### src/rtl/link_repair_pkg.sv
package link_repair_pkg;

    typedef enum logic [1:0] {
        CELL_RECOVER = 2'd0,
        CELL_SHIFT   = 2'd1,
        CELL_CAPTURE = 2'd2
    } cell_mode_e;

    typedef struct packed {
        logic ff;
        logic rep;
    } cell_state_t;

endpackage

### src/rtl/link_mode_decode.sv
module link_mode_decode
    import link_repair_pkg::*;
(
    input  logic clk,
    input  logic rst_n,
    input  logic test_en,
    input  logic cap_sel,
    output logic ff_en,
    output logic pick_link,
    output logic cfg_ok
);

    cell_mode_e mode;

    always_comb begin
        if (!cap_sel)
            mode = CELL_SHIFT;
        else if (test_en)
            mode = CELL_CAPTURE;
        else
            mode = CELL_RECOVER;
    end

    always_comb begin
        ff_en     = (mode != CELL_RECOVER);
        pick_link = (mode == CELL_CAPTURE);
        cfg_ok    = (mode != CELL_RECOVER);
    end

    // recovery mode freezes both storage elements
    a_r4_recover_gates: assert property (@(posedge clk) disable iff (!rst_n)
        (test_en == 1'b0 && cap_sel == 1'b1) |-> (!ff_en && !cfg_ok));

    // capture mode always takes the comparator path
    a_r3_capture_path: assert property (@(posedge clk) disable iff (!rst_n)
        (test_en && cap_sel) |-> (ff_en && pick_link));

endmodule

### src/rtl/link_cell.sv
module link_cell
    import link_repair_pkg::*;
(
    input  logic clk,
    input  logic rst_n,
    input  logic ff_en,
    input  logic pick_link,
    input  logic cfg_ok,
    input  logic cfg_load,
    input  logic scan_mode,
    input  logic ser_in,
    input  logic cmp_bit,
    input  logic raw_bit,
    output logic ff_out,
    output logic drive_out
);

    cell_state_t st_d, st_q;

    always_comb begin
        st_d = st_q;
        if (ff_en)
            st_d.ff = pick_link ? cmp_bit : ser_in;
        if (cfg_ok && cfg_load)
            st_d.rep = st_q.ff;
    end

    always_ff @(posedge clk or negedge rst_n) begin
        if (!rst_n)
            st_q <= '0;
        else
            st_q <= st_d;
    end

    always_comb begin
        if (scan_mode)
            drive_out = st_q.ff;
        else if (st_q.rep)
            drive_out = cmp_bit;
        else
            drive_out = raw_bit;
    end

    assign ff_out = st_q.ff;

    // captured bit is the comparator value of the previous cycle
    a_r3_capture: assert property (@(posedge clk) disable iff (!rst_n)
        (ff_en && pick_link) |=> (ff_out == $past(cmp_bit)));

    // shift takes the serial input
    a_r2_shift: assert property (@(posedge clk) disable iff (!rst_n)
        (ff_en && !pick_link) |=> (ff_out == $past(ser_in)));

    // flip-flop frozen when its clock is held
    a_r4_hold: assert property (@(posedge clk) disable iff (!rst_n)
        (!ff_en) |=> $stable(ff_out));

    // repair state only moves on an allowed strobe
    a_r8_latch_locked: assert property (@(posedge clk) disable iff (!rst_n)
        !(cfg_ok && cfg_load) |=> $stable(st_q.rep));

    // allowed strobe copies the flip-flop
    a_r7_load: assert property (@(posedge clk) disable iff (!rst_n)
        (cfg_ok && cfg_load) |=> (st_q.rep == $past(ff_out)));

endmodule

### src/rtl/link_repair_chain.sv
module link_repair_chain
    import link_repair_pkg::*;
#(
    parameter int N = 4
) (
    input  logic         clk,
    input  logic         rst_n,
    input  logic         test_en,
    input  logic         cap_sel,
    input  logic         scan_mode,
    input  logic         cfg_load,
    input  logic         scan_in,
    input  logic [N-1:0] cmp_res,
    input  logic [N-1:0] link_raw,
    output logic [N-1:0] logic_in,
    output logic         scan_out
);

    localparam int LAST = N - 1;

    logic         ff_en;
    logic         pick_link;
    logic         cfg_ok;
    logic [N-1:0] ff_vec;
    logic [N-1:0] ser_vec;

    link_mode_decode u_dec (
        .clk       (clk),
        .rst_n     (rst_n),
        .test_en   (test_en),
        .cap_sel   (cap_sel),
        .ff_en     (ff_en),
        .pick_link (pick_link),
        .cfg_ok    (cfg_ok)
    );

    assign ser_vec[0] = scan_in;

    generate
        for (genvar i = 1; i < N; i++) begin : g_link
            assign ser_vec[i] = ff_vec[i-1];
        end
        for (genvar i = 0; i < N; i++) begin : g_cell
            link_cell u_cell (
                .clk       (clk),
                .rst_n     (rst_n),
                .ff_en     (ff_en),
                .pick_link (pick_link),
                .cfg_ok    (cfg_ok),
                .cfg_load  (cfg_load),
                .scan_mode (scan_mode),
                .ser_in    (ser_vec[i]),
                .cmp_bit   (cmp_res[i]),
                .raw_bit   (link_raw[i]),
                .ff_out    (ff_vec[i]),
                .drive_out (logic_in[i])
            );
        end
    endgenerate

    assign scan_out = ff_vec[LAST];

    // chain end moves with the shift register
    a_r2_chain_end: assert property (@(posedge clk) disable iff (!rst_n)
        (!cap_sel) |=> (scan_out == $past(ff_vec[LAST-1 < 0 ? 0 : LAST-1])) || (N == 1));

endmodule

### config.mk
export PLATFORM = sky130hd
export DESIGN_NAME = link_repair_chain
export DESIGN_NICKNAME = d
export VERILOG_FILES = /design/src/rtl/link_repair_pkg.sv /design/src/rtl/link_mode_decode.sv /design/src/rtl/link_cell.sv /design/src/rtl/link_repair_chain.sv
export SDC_FILE = /design/constraint.sdc
export NUM_CORES = 1
export LEC_CHECK = 0
export ABC_AREA = 0
export BUFFER_PORTS_ARGS = -buffer_cell sky130_fd_sc_hd__buf_2
export CORE_AREA = 2 2 39 41
export CTS_CLUSTER_SIZE = 8
export DETAILED_ROUTE_END_ITERATION = 8
export DIE_AREA = 0 0 41 43
export GPL_TIMING_DRIVEN = 0
export PLACE_DENSITY = 0.67
export SLEW_MARGIN = 20
export SYNTH_ARGS = -nofsm -noshare
export SYNTH_HDL_FRONTEND = slang
export SYNTH_HIERARCHICAL = 1
export SYNTH_SLANG_ARGS = --single-unit
### constraint.sdc
create_clock -name clk -period 1.4 [get_ports clk]
set_clock_uncertainty 0.1 [all_clocks]
set_input_delay 0.28 -clock clk [delete_from_list [all_inputs] [get_ports clk]]
set_output_delay 0.28 -clock clk [all_outputs]
set_load 0.05 [all_outputs]
Word-level counts from Yosys, hierarchy flattened

Index checks and enable logic that the tools add are counted.

Register bits after elaboration: 8
Input port bits: 15
Output and inout port bits: 5
Logic and storage cells: 25

Eq/ne operators: 1
Multiplexer cells: 14
Reduce and logical (&&, ||, !) cells: 2

Operators by type and width:

| cell                 | number |
|---|---|
| $mux W1              | 12 |
| $mux W2              | 2 |
| $eq A2 B2 Y1 const B | 1 |
| $reduce_bool A2 Y1   | 1 |
| $logic_and A1 B1 Y1  | 1 |

Depth between registers and ports, before layout

Word-level depth: 4
Gate-level depth with buffers: 4
Mapped depth without buffers: 3

Modules after synthesis

Netlist, hierarchy kept.

Modules (own cells, without submodules):

| module           | times used | cells an instance | area an instance (µm²) | seq. area each (µm²) |
|---|---|---|---|---|
| link_cell        | 4          | 10                | 106.4                  | 50.0 |
| link_mode_decode | 1          | 3                 | 20.0                   | 0.0 |

Worst setup path before layout

No wires, ideal clock.

Kind: reg-to-output
From: reg g_cell[3].u_cell.st_q, in the netlist g_cell[3].u_cell/ff_out
To: out logic_in[3]
Data arrival time: 1.224 ns
Data required time: 1.020 ns
Slack: -0.204 ns
Stages on the path, launching flop included: 3
Path buffers: 0
Cells stage by stage: dfrtp_1 nand2_1 o21ai_1

Cells in the longest elaborated chain, start to end: 1

RTL lines:

| item                   | RTL line                | RTL |
|---|---|---|
| from (decl)            | link_cell.sv:18         | `cell_state_t st_d, st_q;` |
| from (signal assigned) | link_cell.sv:32         | `st_q <= st_d;` |
| $mux W1                | link_cell.sv:36         | `if (scan_mode)` |
| to (decl)              | link_repair_chain.sv:15 | `output logic [N-1:0] logic_in,` |

No other way between the ends.

Worst setup path in the final report

From: reg g_cell[0].u_cell/st_q[0] in the netlist's numbering
To: out logic_in[0]

Cells in the longest elaborated chain, start to end: 2

RTL lines:

| item                   | RTL line        | RTL |
|---|---|---|
| from (decl)            | link_cell.sv:18 |  |
| from (signal assigned) | link_cell.sv:32 |  |
| $mux W1                | link_cell.sv:38 | `else if (st_q.rep)` |
| $mux W1                | link_cell.sv:36 |  |

No other way between the ends.

==> impl_table.tex <==
\begin{tabular}{lr}
\hline
Metric & Value \\
\hline
\multicolumn{2}{l}{\textbf{Outcome}} \\
\quad Status & complete, but fails checks \\
\quad Violations in the final reports & setup timing \\
\multicolumn{2}{l}{\textbf{Floorplanning}} \\
\quad Site Rows & 14 \\
\quad Initial Utilization & between 30\% and 40\% \\
\quad Die Area & between 1500 and 2000 um2 \\
\quad Die Height & approximately 43 um \\
\quad Die width & 41 um \\
\quad Core area & around 1400 um2 \\
\quad I/O pin count & 20 \\
\multicolumn{2}{l}{\textbf{Critical path}} \\
\quad Arrival time of data at the critical path endpoint & roughly 1.1 ns \\
\quad CP cell instances & mux2i\_1 > o21ai\_2 > buf\_6 \\
\quad Slowest stage cell, crit path & dfrtp\_1 \\
\quad Slowest stage delay, CP & approximately 0.39 ns \\
\quad Kind of launch point of the worst setup path & register \\
\quad Critical Path End Type & output pin \\
\quad Biggest fanout along the worst timing path & 2 \\
\quad Data required time at the worst endpoint & approximately 1 ns \\
\quad Worst Path Class, Setup & register to output pin \\
\multicolumn{2}{l}{\textbf{Timing}} \\
\quad Final setup violation count & 4 \\
\quad Worst relative slew slack & 81.6\% \\
\quad Max Transition Viols Final & 0 \\
\quad Final worst slack & -0.0437 ns \\
\quad Period Utilization, post-route & 103\% \\
\quad Slew at the pin with the worst max-slew slack & approximately 0.28 ns \\
\quad Sum of negative setup slack & -0.156 ns \\
\quad Setup repair after global routing missed its margin & true \\
\quad Maximum clock rate & approximately 0.69 GHz \\
\quad Minimum clock period & $\sim$1.4 ns \\
\quad Final hold viol count & 0 \\
\multicolumn{2}{l}{\textbf{Placement}} \\
\quad Final RePlAce weighted congestion & between 0.7 and 0.8 \\
\quad Post-detailed-placement cell area & roughly 580 um2 \\
\quad Detailed placement HPWL & 766 um \\
\quad Number of buffers added on ports & 19 \\
\quad \# placed instances & about 80 \\
\multicolumn{2}{l}{\textbf{Global route}} \\
\quad Wire length of the first global-routing pass & 1590 um \\
\quad Via count of the first global-routing pass & between 300 and 400 \\
\quad Met1 usage & between 10\% and 20\% \\
\quad Antenna violations before repair & 0 \\
\quad Pin count of the biggest net entering global routing & 9 \\
\quad Peak-usage layer in the global routing report & met2 \\
\quad All-Layer GR Usage & between 10\% and 20\% \\
\quad GR met3 Demand/Resource & 7.85\% \\
\quad Global routing met2 resource utilization & between 20\% and 30\% \\
\quad GR Overflow Total & 0 \\
\multicolumn{2}{l}{\textbf{Layout}} \\
\quad \# diodes & 0 \\
\quad Non-filler instance count after layout & 85 \\
\quad Register area & 200 um2 \\
\quad Util after Layout & $\sim$47\% \\
\quad Filler cells & approximately 130 \\
\quad Area added between synthesis and finish & 47.2\% \\
\quad Fraction of layout instances using a drive strength above 1 & between 40\% and 50\% \\
\quad Final net count & 86 \\
\quad Area used by multi-input combinational logic & 253 um2 \\
\quad Area of all placed cells without fillers & between 600 and 700 um2 \\
\multicolumn{2}{l}{\textbf{Logic synthesis}} \\
\quad Warnings, synthesis & 6 \\
\quad Number of nets in the synthesized netlist & 58 \\
\quad Proportion of register bits with asynchronous set or reset after synthesis & 100\% \\
\quad EDFF count, synth & 0 \\
\quad Share of Yosys cell area claimed by the top area cell type & about 45\% \\
\quad Yosys cell types & 10 \\
\quad Mapped Avg Cell Area & just over 10 um2 \\
\quad Synthesized cell area & $\sim$450 um2 \\
\quad Syn Inst Count & between 40 and 50 \\
\quad Yosys top cell by area & dfrtp\_1 \\
\quad Leading cell types by total area after synthesis & dfrtp\_1 (45\%), mux2i\_1 (18\%), mux2\_4 (13\%) \\
\quad Predominant post-synthesis flop cell & dfrtp\_1 \\
\quad Cell types with the highest counts after synthesis & dfrtp\_1 (8), mux2i\_1 (8), nand2\_1 (8) \\
\quad Sequential fraction of the synthesis area & 44.9\% \\
\quad FF+latch count, synth & 8 \\
\multicolumn{2}{l}{\textbf{Clock tree}} \\
\quad Total clock buffers created by CTS & 3 \\
\quad Depth of the CTS H-tree & 1 \\
\quad Clock transition at the register clock pins on the worst setup and hold paths after CTS & around 0.050 ns \\
\quad Worst-Skew Late Latency & around 0.25 ns \\
\quad Clock sink count & 8 \\
\quad Max clock buf depth & 2 \\
\quad TritonCTS clock tree & built \\
\quad Clock tree root buffer cell & clkbuf\_4 \\
\multicolumn{2}{l}{\textbf{Drt}} \\
\quad Detailed-router iteration count before antenna repair & 3 \\
\quad Wirelength per Cell & around 12 um \\
\quad Total detailed-routing wirelength & about 1000 um \\
\quad DRC & 0 \\
\quad Number of vias after detailed routing & 396 \\
\quad Violation count after the first detailed-routing iteration & 1 \\
\quad Routed Antenna Nets & 0 \\
\quad Avg Vias per Cell & approximately 4.7 \\
\multicolumn{2}{l}{\textbf{Pwr}} \\
\quad Max VDD drop & between 0.6 and 0.7 mV \\
\quad Pwr/cell area & between 1000 and 1500 nW/um2 \\
\quad Leakage power & roughly 0.34 nW \\
\quad Total power & approximately 0.8 mW \\
\multicolumn{2}{l}{\textbf{Run}} \\
\quad Maxcap violations & 0 \\
\multicolumn{2}{l}{\textbf{Hold path}} \\
\quad Hold/Removal Path Class & primary input to register \\
\hline
\end{tabular}
[placed cells by master (no fill, tap or decap), drive strengths merged]
| cell type | netlist | final |
|---|---|---|
| a21oi | 4 | 4 |
| and2 | 1 | 1 |
| buf | 1 | 23 |
| clkbuf | 0 | 3 |
| dfrtp | 8 | 8 |
| dlygate4sd3 | 0 | 1 |
| mux2 | 4 | 4 |
| mux2i | 8 | 8 |
| nand2 | 8 | 8 |
| nand2b | 1 | 1 |
| nor2 | 4 | 4 |
| o21ai | 4 | 4 |
[cells by family after synthesis]
kind of cell | Yosys count | share of synthesized area (%)
and+or+nand+nor | 14 | 12.9
muxes | 12 | 31.5
AOI/OAI and AO/OA | 8 | 8.99
DFF | 8 | 44.9
buffers and inverters | 1 | 1.69
[state kept, by name, summed over array words and instances, names as in the netlist]
name and cells:
g_cell.u_cell/st_q 4, g_cell.u_cell/ff_out 4
[critical path, delay by kind of cell (launching register included)]
kind,cells,cell delay (ns)
buffers and inverters,1,0.17
muxes,1,0.13
AOI/OAI and AO/OA,1,0.13
DFF,1,0.39
[power breakdown]
group | total (mW) | leakage [nW] | switching (mW) | internal (mW)
combinational | 0.313 | 0.232 | 0.158 | 0.154
clock | 0.173 | 0.0138 | 0.0749 | 0.0979
sequential | 0.307 | 0.0897 | 0.0337 | 0.273
total | 0.792 | 0.336 | 0.267 | 0.525
[per-layer routing]
metal  vias up  wire (um)
met3         2         82
met2        17        486
li1        203          -
met1       174        435
met4         0         22
met5         -          0
[final cells by class]
| cell class | count | area share (%) |
|---|---|---|
| sequential | 8 | 30.5 |
| multi-input combinational | 34 | 38.5 |
| tap | 16 | 3.05 |
| timing repair buffer | 23 | 23.3 |
| clock buffer | 3 | 3.44 |
| buffer | 1 | 1.15 |
[path summary, 6_finish.rpt]
check,startpoint,to,slack [ns],cells past startpoint
worst min register to register,g_cell[1].u_cell/st_q[0],g_cell[1].u_cell/st_q[0],0.43,1
worst max-delay path,g_cell[0].u_cell/st_q[0],logic_in[0],-0.04,3
worst max register to register,g_cell[3].u_cell/st_q[0],g_cell[3].u_cell/st_q[0],0.31,3
min in group asynchronous,rst_n,g_cell[2].u_cell/st_q[0],0.31,2
worst min-delay path,scan_in,g_cell[0].u_cell/ff_out,0.23,3
max in group asynchronous,rst_n,g_cell[1].u_cell/st_q[0],0.72,2
[timing repair]
action	in CTS	in global routing
hold endpoints to repair	8	0
endpoints found under the setup margin	4	4
buffers inserted	2	1
resized for setup	8	0
pin swaps	0	0
hold buffers	1	0
[stage by stage]
step	setup WS (ns)	hold slack, ns
floorplan	0.0209	-0.116
global placement	0.124	0.0328
detailed placement	0.113	0.0360
CTS	-0.0568	0.220
global route	-0.121	0.267
finish	-0.0437	0.227
Power figures use the tool's default switching activity.
